## src/rtl/rosc_pkg.sv

```systemverilog
package rosc_pkg;

    // Configuration register contents
    typedef struct packed {
        logic ent_en;
        logic raw_mode;
    } rosc_ctl_t;

    // Reset value: entropy off, conditioned path
    localparam rosc_ctl_t CTL_RST = '{ent_en: 1'b0, raw_mode: 1'b0};

endpackage

```

## src/rtl/rosc_lfsr.sv

```systemverilog
// Accumulation register: Fibonacci shift with a masked oscillator injection.
module rosc_lfsr #(
    parameter int              W         = 128,
    parameter logic [W-1:0]    SEED      = {W{1'b1}},
    parameter logic [W-1:0]    TAP_MASK  = {W{1'b0}},
    parameter logic [W-1:0]    LANE_MASK = {W{1'b1}}
) (
    input  logic         clk,
    input  logic         rst_n,
    input  logic         ent_en,
    input  logic [W-1:0] osc_in,
    output logic [W-1:0] state
);

    typedef struct packed {
        logic [W-1:0] st;
    } lfsr_s;

    lfsr_s        r_q, r_d;
    logic [W-1:0] inj;
    logic         fb;

    // Per-lane gating: ignored lanes are masked off by constant
    for (genvar i = 0; i < W; i++) begin : g_lane
        assign inj[i] = ent_en & osc_in[i] & LANE_MASK[i];
    end

    always_comb begin
        r_d    = r_q;
        fb     = ^(r_q.st & TAP_MASK);
        r_d.st = {r_q.st[W-2:0], fb} ^ inj;
    end

    always_ff @(posedge clk or negedge rst_n) begin
        if (!rst_n) r_q <= '{st: SEED};
        else        r_q <= r_d;
    end

    assign state = r_q.st;

endmodule

```

## src/rtl/rosc_window.sv

```systemverilog
// Window timer and warm-up tracking.
module rosc_window #(
    parameter int  WIN  = 81,
    parameter int  WARM = 2,
    localparam int CW   = (WIN > 1) ? $clog2(WIN) : 1,
    localparam int NW   = $clog2(WARM + 1)
) (
    input  logic          clk,
    input  logic          rst_n,
    input  logic          restart,
    output logic          win_end,
    output logic          pub_ok,
    output logic          warm_done,
    output logic [CW-1:0] cnt_o
);

    localparam logic [CW-1:0] LAST    = CW'(WIN - 1);
    localparam logic [NW-1:0] WFULL   = NW'(WARM);
    localparam logic [NW-1:0] PUB_MIN = NW'(WARM - 1);

    typedef struct packed {
        logic [CW-1:0] cnt;
        logic [NW-1:0] wins;
    } win_s;

    win_s w_q, w_d;

    always_comb begin
        w_d       = w_q;
        win_end   = (w_q.cnt == LAST);
        // publish on the close of the final warm-up window and every close after
        pub_ok    = win_end && (w_q.wins >= PUB_MIN);
        warm_done = (w_q.wins == WFULL);
        if (restart) begin
            w_d = '0;
        end else if (win_end) begin
            w_d.cnt = '0;
            if (w_q.wins != WFULL) w_d.wins = w_q.wins + 1'b1;
        end else begin
            w_d.cnt = w_q.cnt + 1'b1;
        end
    end

    always_ff @(posedge clk or negedge rst_n) begin
        if (!rst_n) w_q <= '0;
        else        w_q <= w_d;
    end

    assign cnt_o = w_q.cnt;

endmodule

```

## src/rtl/rosc_out.sv

```systemverilog
// Hash handshake, digest holding register and published word.
module rosc_out #(
    parameter int LW = 128,
    parameter int OW = 64
) (
    input  logic          clk,
    input  logic          rst_n,
    input  logic          restart,
    input  logic          win_end,
    input  logic          pub_ok,
    input  logic          raw_mode,
    input  logic [LW-1:0] lfsr,
    input  logic          hash_done,
    input  logic [OW-1:0] dig_hi,
    input  logic          rd,
    output logic          hash_start,
    output logic [LW-1:0] hash_msg,
    output logic [OW-1:0] word,
    output logic          valid
);

    typedef struct packed {
        logic          start;
        logic [LW-1:0] msg;
        logic          ours;   // a hash issued since the last restart is in flight
        logic          have;   // digest waiting for the next window close
        logic [OW-1:0] dig;
        logic [OW-1:0] word;
        logic          valid;
    } out_s;

    out_s o_q, o_d;

    always_comb begin
        o_d       = o_q;
        o_d.start = 1'b0;
        if (restart) begin
            o_d.ours  = 1'b0;
            o_d.have  = 1'b0;
            o_d.valid = 1'b0;
        end else begin
            if (rd && o_q.valid) o_d.valid = 1'b0;
            if (pub_ok) begin
                if (raw_mode) begin
                    o_d.word  = lfsr[LW-1 -: OW];
                    o_d.valid = 1'b1;
                end else if (o_q.have) begin
                    o_d.word  = o_q.dig;
                    o_d.valid = 1'b1;
                    o_d.have  = 1'b0;
                end
            end
            if (hash_done && o_q.ours) begin
                o_d.dig  = dig_hi;
                o_d.have = 1'b1;
                o_d.ours = 1'b0;
            end
            if (win_end && !raw_mode) begin
                o_d.start = 1'b1;
                o_d.msg   = lfsr;
                o_d.ours  = 1'b1;
            end
        end
    end

    always_ff @(posedge clk or negedge rst_n) begin
        if (!rst_n) o_q <= '0;
        else        o_q <= o_d;
    end

    assign hash_start = o_q.start;
    assign hash_msg   = o_q.msg;
    assign word       = o_q.word;
    assign valid      = o_q.valid;

endmodule

```

## src/rtl/rosc_entropy_seq.sv

```systemverilog
module rosc_entropy_seq
    import rosc_pkg::*;
#(
    parameter int LFSR_W    = 128,
    parameter int OUT_W     = 64,
    parameter int WIN_LEN   = 81,
    parameter int WARM_WIN  = 2,
    parameter int IGN_LANES = 3,
    parameter logic [LFSR_W-1:0] SEED     = 128'h0123_4567_89AB_CDEF_FEDC_BA98_7654_3210,
    parameter logic [LFSR_W-1:0] TAP_MASK = {1'b1, 1'b0, 1'b1, 24'd0, 1'b1, 1'b0, 1'b1, 98'd0}
) (
    input  logic              clk,
    input  logic              rst_n,
    input  logic [LFSR_W-1:0] osc_bits,
    input  logic              cfg_we,
    input  logic              cfg_ent_en,
    input  logic              cfg_raw_mode,
    input  logic              rd_strobe,
    output logic              hash_start,
    output logic [LFSR_W-1:0] hash_msg,
    input  logic              hash_done,
    input  logic [OUT_W-1:0]  hash_digest_hi,
    output logic [OUT_W-1:0]  rnd_word,
    output logic              rnd_valid
);

    localparam logic [LFSR_W-1:0] LANE_MASK = {LFSR_W{1'b1}} >> IGN_LANES;
    localparam int                CW        = (WIN_LEN > 1) ? $clog2(WIN_LEN) : 1;

    typedef struct packed {
        rosc_ctl_t ctl;
    } top_s;

    top_s              t_q, t_d;
    rosc_ctl_t         cfg_new;
    logic              restart;
    logic              raw_q;
    logic              win_end, pub_ok, warm_done;
    logic [CW-1:0]     win_cnt;
    logic [LFSR_W-1:0] lfsr_st;

    // Only a write that actually changes a bit counts as a restart
    always_comb begin
        t_d     = t_q;
        cfg_new = '{ent_en: cfg_ent_en, raw_mode: cfg_raw_mode};
        restart = cfg_we && (cfg_new != t_q.ctl);
        if (restart) t_d.ctl = cfg_new;
    end

    always_ff @(posedge clk or negedge rst_n) begin
        if (!rst_n) t_q <= '{ctl: CTL_RST};
        else        t_q <= t_d;
    end

    assign raw_q = t_q.ctl.raw_mode;

    rosc_lfsr #(
        .W         (LFSR_W),
        .SEED      (SEED),
        .TAP_MASK  (TAP_MASK),
        .LANE_MASK (LANE_MASK)
    ) u_lfsr (
        .clk    (clk),
        .rst_n  (rst_n),
        .ent_en (t_q.ctl.ent_en),
        .osc_in (osc_bits),
        .state  (lfsr_st)
    );

    rosc_window #(
        .WIN  (WIN_LEN),
        .WARM (WARM_WIN)
    ) u_win (
        .clk       (clk),
        .rst_n     (rst_n),
        .restart   (restart),
        .win_end   (win_end),
        .pub_ok    (pub_ok),
        .warm_done (warm_done),
        .cnt_o     (win_cnt)
    );

    rosc_out #(
        .LW (LFSR_W),
        .OW (OUT_W)
    ) u_out (
        .clk        (clk),
        .rst_n      (rst_n),
        .restart    (restart),
        .win_end    (win_end),
        .pub_ok     (pub_ok),
        .raw_mode   (raw_q),
        .lfsr       (lfsr_st),
        .hash_done  (hash_done),
        .dig_hi     (hash_digest_hi),
        .rd         (rd_strobe),
        .hash_start (hash_start),
        .hash_msg   (hash_msg),
        .word       (rnd_word),
        .valid      (rnd_valid)
    );

endmodule

```

## config.mk

```make
export PLATFORM = sky130hd
export DESIGN_NAME = rosc_entropy_seq
export DESIGN_NICKNAME = d
export VERILOG_FILES = /design/src/rtl/rosc_pkg.sv /design/src/rtl/rosc_lfsr.sv /design/src/rtl/rosc_window.sv /design/src/rtl/rosc_out.sv /design/src/rtl/rosc_entropy_seq.sv
export SDC_FILE = /design/constraint.sdc
export NUM_CORES = 1
export LEC_CHECK = 0
export BUFFER_PORTS_ARGS = -buffer_cell sky130_fd_sc_hd__buf_2
export CAP_MARGIN = 20
export CORE_MARGIN = 5
export CORE_UTILIZATION = 54
export CTS_CLUSTER_SIZE = 25
export DETAILED_ROUTE_END_ITERATION = 7
export GPL_TIMING_DRIVEN = 0
export PLACE_DENSITY_LB_ADDON = 0.25
export SLEW_MARGIN = 20
export SYNTH_ARGS = -nofsm -noshare
export SYNTH_HDL_FRONTEND = slang
export SYNTH_SLANG_ARGS = --single-unit
```

## constraint.sdc

```tcl
create_clock -name clk -period 3 [get_ports clk]
set_input_delay 0.6 -clock clk [delete_from_list [all_inputs] [get_ports clk]]
set_output_delay 0.6 -clock clk [all_outputs]
set_load 0.02 [all_outputs]
```

# Word level (Yosys, flattened, before mapping)
# Index checks and enable logic that the tools add are counted.
# Widths: inputs -> output; s select.
dict set report op_classes {
  addsub 2
  magnitude_cmp 1
  n_eq_ne 4
  muxes 15
  n_bitwise 127
  n_reduce_logical 17
}
# operator count
set ops {}
lappend ops {{$mux 130} 1}
lappend ops {{$mux 65} 2}
lappend ops {{$mux 129} 1}
lappend ops {{$reduce_xor 128->1} 1}
lappend ops {{$xor 128x125->128} 1}
lappend ops {{$and 1x1->1} 125}
lappend ops {{$mux 66} 1}
lappend ops {{$mux 9} 1}
lappend ops {{$reduce_and 2->1} 4}
lappend ops {{$add 7x1->7 const B} 1}
lappend ops {{$eq 7x7->1 const B} 1}
lappend ops {{$mux 7} 1}
lappend ops {{$mux 2} 3}
lappend ops {{$reduce_bool 2->1} 3}
lappend ops {{$reduce_bool 3->1} 2}
lappend ops {{$logic_and 1x1->1} 5}
lappend ops {{$mux 1} 5}
lappend ops {{$ne 3x1->1 const B} 1}
lappend ops {{$reduce_and 3->1} 1}
lappend ops {{$add 2x1->2 const B} 1}
lappend ops {{$ge 2x1->1 const B} 1}
lappend ops {{$ne 2x2->1} 1}
lappend ops {{$ne 2x2->1 const B} 1}
lappend ops {{$logic_not 1->1} 1}
lappend ops {{$not 1->1} 1}
dict set report totals {
  register_bits 399
  output_inout_bits 194
}

# Depth between registers and ports, before layout
dict set report depth {
  depth_word 6
  ltp_mapped 8
  depth_no_buf 6
}

# By module
# From an unflattened synthesis, not the netlist that was laid out.
dict set report unflattened {
  cells_unflattened 1442
  area_unflattened_um2 18122.4
}
# mod n_inst cells_per_inst area_each_um2 seq_area_each_um2
set modules_own_cells {}
lappend modules_own_cells {rosc_out 1 982 12470.7 6506.2}
lappend modules_own_cells {rosc_lfsr 1 397 5017.3 3283.1}
lappend modules_own_cells {rosc_window 1 56 536.8 225.2}
lappend modules_own_cells {rosc_entropy_seq 1 7 97.6 50.0}

# Least setup slack after synthesis
# OpenSTA, ideal clock, no wires.
dict set report synth_timing {
  kind {reg2reg}
  startpoint {register u_win.w_q, in the netlist u_win.cnt_o[0]}
  endpoint {register u_out.o_q, in the netlist u_out.word[10]}
  setup_time_ns 0.125
  arrival_time_ns 2.165
  required_time_ns 2.875
  setup_slack_ns 0.710
  path_stages_with_launch 9
  path_buffers 2
  path_cell_list {dfrtp_1 inv_1 ha_1 nand4bb_1 or3b_4 or4_4 buf_6 buf_12 mux2_4}
}
dict set report synth_between {
  elab_chain_cells 3
}
# item line_no
set synth_rtl {}
lappend synth_rtl {{start, declared} rosc_window.sv:26} ;# win_s w_q, w_d;
lappend synth_rtl {{start signal, assigned} rosc_window.sv:46} ;# else w_q <= w_d;
lappend synth_rtl {{$eq 7x7->1} rosc_window.sv:30} ;# win_end = (w_q.cnt == LAST);
lappend synth_rtl {{$logic_and 1x1->1} rosc_window.sv:32} ;# pub_ok = win_end && (w_q.wins >= PUB_MIN);
lappend synth_rtl {{$reduce_and 3->1 (no source line)} n/a}
lappend synth_rtl {{end signal, assigned} rosc_out.sv:67} ;# if (!rst_n) o_q <= '0;
lappend synth_rtl {{end signal, assigned} rosc_out.sv:68} ;# else o_q <= o_d;
lappend synth_rtl {{end, declared} rosc_out.sv:32} ;# out_s o_q, o_d;
# Every way passes these cells.
# A chain may end at the register's enable or synchronous reset.

# Final worst setup path
dict set report layout_timing {
  startpoint {register t_q[1] (netlist name)}
  endpoint {register u_out.o_q[111] (netlist name)}
}
dict set report layout_between {
  elab_chain_cells 4
}
# item line_no
set layout_rtl {}
lappend layout_rtl {{start, declared} rosc_entropy_seq.sv:34} ;# top_s t_q, t_d;
lappend layout_rtl {{start signal, assigned} rosc_entropy_seq.sv:51} ;# if (!rst_n) t_q <= '{ctl: CTL_RST};
lappend layout_rtl {{start signal, assigned} rosc_entropy_seq.sv:52} ;# else t_q <= t_d;
lappend layout_rtl {{$ne 2x2->1} rosc_entropy_seq.sv:46} ;# restart = cfg_we && (cfg_new != t_q.ctl);
lappend layout_rtl {{$logic_and 1x1->1} rosc_entropy_seq.sv:46}
lappend layout_rtl {{$not 1->1 (no source line)} n/a}
lappend layout_rtl {{$reduce_and 2->1 (no source line)} n/a}
# Every way passes these cells.

==> metrics.yaml <==
crit_path_cell_trace: "buf_2 -> xnor2_1 -> a21boi_1 -> nor2_1 -> buf_2 -> mux2_2"
worstSetupStartpointType: "flip-flop"
drt-total-wl_um: 40200
ys_seq_area_frac: 0.576
drtPass1Iterations: 4
reg2reg_to: "u_out.o_q[111]"
layout-drive-gt1-share: 0.570
reg2reg_from: "t_q[1]"
p_seq_frac: 0.521
power.density_nw_per_um2: 678
yosysTopAreaCell: "dfrtp_1"
critical_path_class: "flip-flop to flip-flop"
crit_path_end_kind: "flip-flop"
p_sw_mw: 3.70
critical_path.slowest_cell: "nor2_1"
nNetsFinal: 1917
synth_cell_types: 34
cap_violations: 0
drc_errors: 0
antenna_found_initial: 11
grt-ovfl-total: 0
vias: 10714
grtUsageMet1: 0.284
clk_pin_slew_ns: 0.06
pwr-share-clk: 0.352
synth_enable_flop_cells: 0
cts_hold_buffers: 0
detail-route-antenna-nets: 0
crit_path_frequent_cell: "buf_2"
worstPathArrival_ns: 3.23
netlist_instances: 1276
final_cell_area_sq_um: 21400
gp_congestion: 0.799
outcome: "completed"
setup_tns_ns: 0
syn_avg_cell_area_sq_um: 13.7
min_period_ns: 2.83
finalSetupViolCount: 0
tightest_slew_ns: 1.02
cts_buffer_depth: 3
netlist.area_leader.share: 0.480
cts_resized: 0
combPwrFrac: 0.127
num_rows: 65
async_flop_share: 1.00
dp_hpwl_um: 29200
sw_frac_of_total: 0.255
final_max_slew_viol_count: 0
via_per_inst: 4.97
drt-initial-drc-count: 403
ys_ff_latch: 399
synth_ff_type: "dfrtp_1"
irDropWorstVdd_mv: 0.653
min_path_type: "primary input to asynchronous set/reset pin"
synth_common_cells: "dfrtp_1 (335), buf_4 (192), mux2_2 (190)"
core_sq_um: 31700
yosysWarnings: 0
grt_use_met2: 0.375
io_pins: 393
reg2reg_depth: 6
p_int_mw: 10.8
h-tree-depth: 2
post_cts_buffers: 0
timing.fmax_ghz: 0.354
leakage_nw: 11.6
synth.area.top_cells: "dfrtp_1 (48%), mux2_2 (12%), dfstp_2 (9.6%), buf_4 (8.2%), xnor2_1 (6.7%)"
hold_violations: 0
finClkSkew_ns: 0.0219
syn_area_sq_um: 17500
slew_headroom: 0.315
wire_per_inst_um: 18.6
grt_max_degree: 92
rsz0062_at_grt: "no"
clkLatencyLatePin_ns: 0.54
dpl_cell_area_sq_um: 20000
fin_crit_sh: 0.942
cts_tree: "built"
timing.hold.ws_ns: 0.0444
fp.dieH_um: 190
yosysMostFrequentCell: "dfrtp_1"
critPathMaxStageDelay_ns: 0.85
synthToLayoutAreaGrowth_pct: 22.7
cts_buffers: 43
fin_cells: 2157
initial_core_util: 0.551
fp.dieW_um: 190
grt_usage: 0.223
use_met3: 0.0574
synth_nets: 1479
first_global_vias: 11729
busiest_layer: "met2"
crit_fanout: 10
root_buffer: "clkbuf_16"
dieArea_sq_um: 36100
regToRegSetupSlack_ns: 0.17
grt_pass1_wl_um: 63800
crit_required_ns: 3.40
cts.sinks: 399
dp_cells: 2071
port_buffers: 389
## through the flow
stage | setup slack (ns) | util | power, mW
after global routing | 0.0159 | 0.676 | 15.2
after CTS | 0.111 | 0.675 | 14.7
after detailed placement | 0.135 | 0.632 | 9.51
after floorplan | 0.710 | - | 8.75
final | 0.173 | 0.676 | 14.5
after global placement | -6.37 | 0.628 | 9.38
## layout by cell type (no fill, tap or decap), types with 7 or more instances in the layout
| master | synthesis | final |
|---|---|---|
| inv_1 | 7 | 7 |
| clkbuf_1 | 13 | 26 |
| clkbuf_16 | 0 | 43 |
| a22o_1 | 63 | 63 |
| mux2_1 | 8 | 8 |
| clkbuf_8 | 0 | 7 |
| mux2_4 | 60 | 60 |
| nor2_1 | 13 | 13 |
| dfrtp_1 | 335 | 335 |
| dfstp_2 | 64 | 64 |
| nand2_1 | 129 | 129 |
| buf_1 | 14 | 14 |
| buf_4 | 192 | 192 |
| xnor2_1 | 133 | 133 |
| mux2_2 | 190 | 190 |
| buf_2 | 22 | 410 |
| clkinv_2 | 0 | 10 |
## kinds of logic (layout without fill, tap and decap cells)
family                     Yosys count  count (layout)  share of synthesized area
DFF                                399             399                      0.576
other                                0               6                          0
muxes                              259             259                      0.180
buffers and inverters              255             728                      0.104
xor gates and xnor gates           136             136                     0.0682
AOI/OAI and AO/OA                   69              69                     0.0338
and+or+nand+nor                    154             154                     0.0357
adders and majority gates            4               4                    0.00286
## power groups by stage
stage	combinational [mW]	clock, mW	sequential (mW)
floorplan	1.38	0	7.37
detailed placement	1.85	0	7.66
finish	1.85	5.12	7.56
global placement	1.77	0	7.61
CTS	1.87	5.25	7.58
global route	2.03	5.50	7.70
## critical path, delay by kind of cell (launching register included)
| family | cells | cell delay, ns |
|---|---|---|
| DFF | 1 | 0.31 |
| muxes | 1 | 0.38 |
| AOI/OAI and AO/OA | 1 | 0.21 |
| xor gates and xnor gates | 1 | 0.17 |
| and+or+nand+nor | 1 | 0.85 |
| buffers and inverters | 2 | 0.79 |
## sequential cells by signal, summed over array words and instances (netlist names)
register / count
raw_q: 1
u_out.word: 64
u_win.w_q: 2
u_out.hash_start: 1
u_win.cnt_o: 7
u_out.o_q: 66
u_lfsr.state: 128
t_q: 1
u_out.valid: 1
u_out.hash_msg: 128
## cell type report
class                      instances  area (sq um)
clock buffer                      63          1220
multi-input combinational        622          5600
clock inverter                    17           153
inverter                           7          26.3
antenna                            6          15.0
tap                              402           503
buffer                           248          1780
fill                            2364         10300
sequential                       399         10100
timing repair buffer             393          2070
## worst max-delay path by stage
stage                              start            endpoint  slack [ns]  cells after the start
final                             t_q[1]      u_out.o_q[111]        0.17                      6
after global routing              t_q[1]      u_out.o_q[107]        0.02                      6
after CTS                         t_q[1]      u_out.o_q[111]        0.11                      6
after detailed placement          t_q[1]      u_out.o_q[101]        0.14                      6
after global placement             rst_n  u_out.hash_msg[79]       -6.37                      1
after floorplan           u_win.cnt_o[0]      u_out.word[10]        0.71                      8
## metal layers
metal | wire, um | vias to the layer above
met5 | 66 | -
met4 | 1260 | 10
met3 | 2650 | 80
met2 | 19900 | 294
met1 | 16300 | 5342
li1 | - | 4988
(Power assumes the default switching activity.)
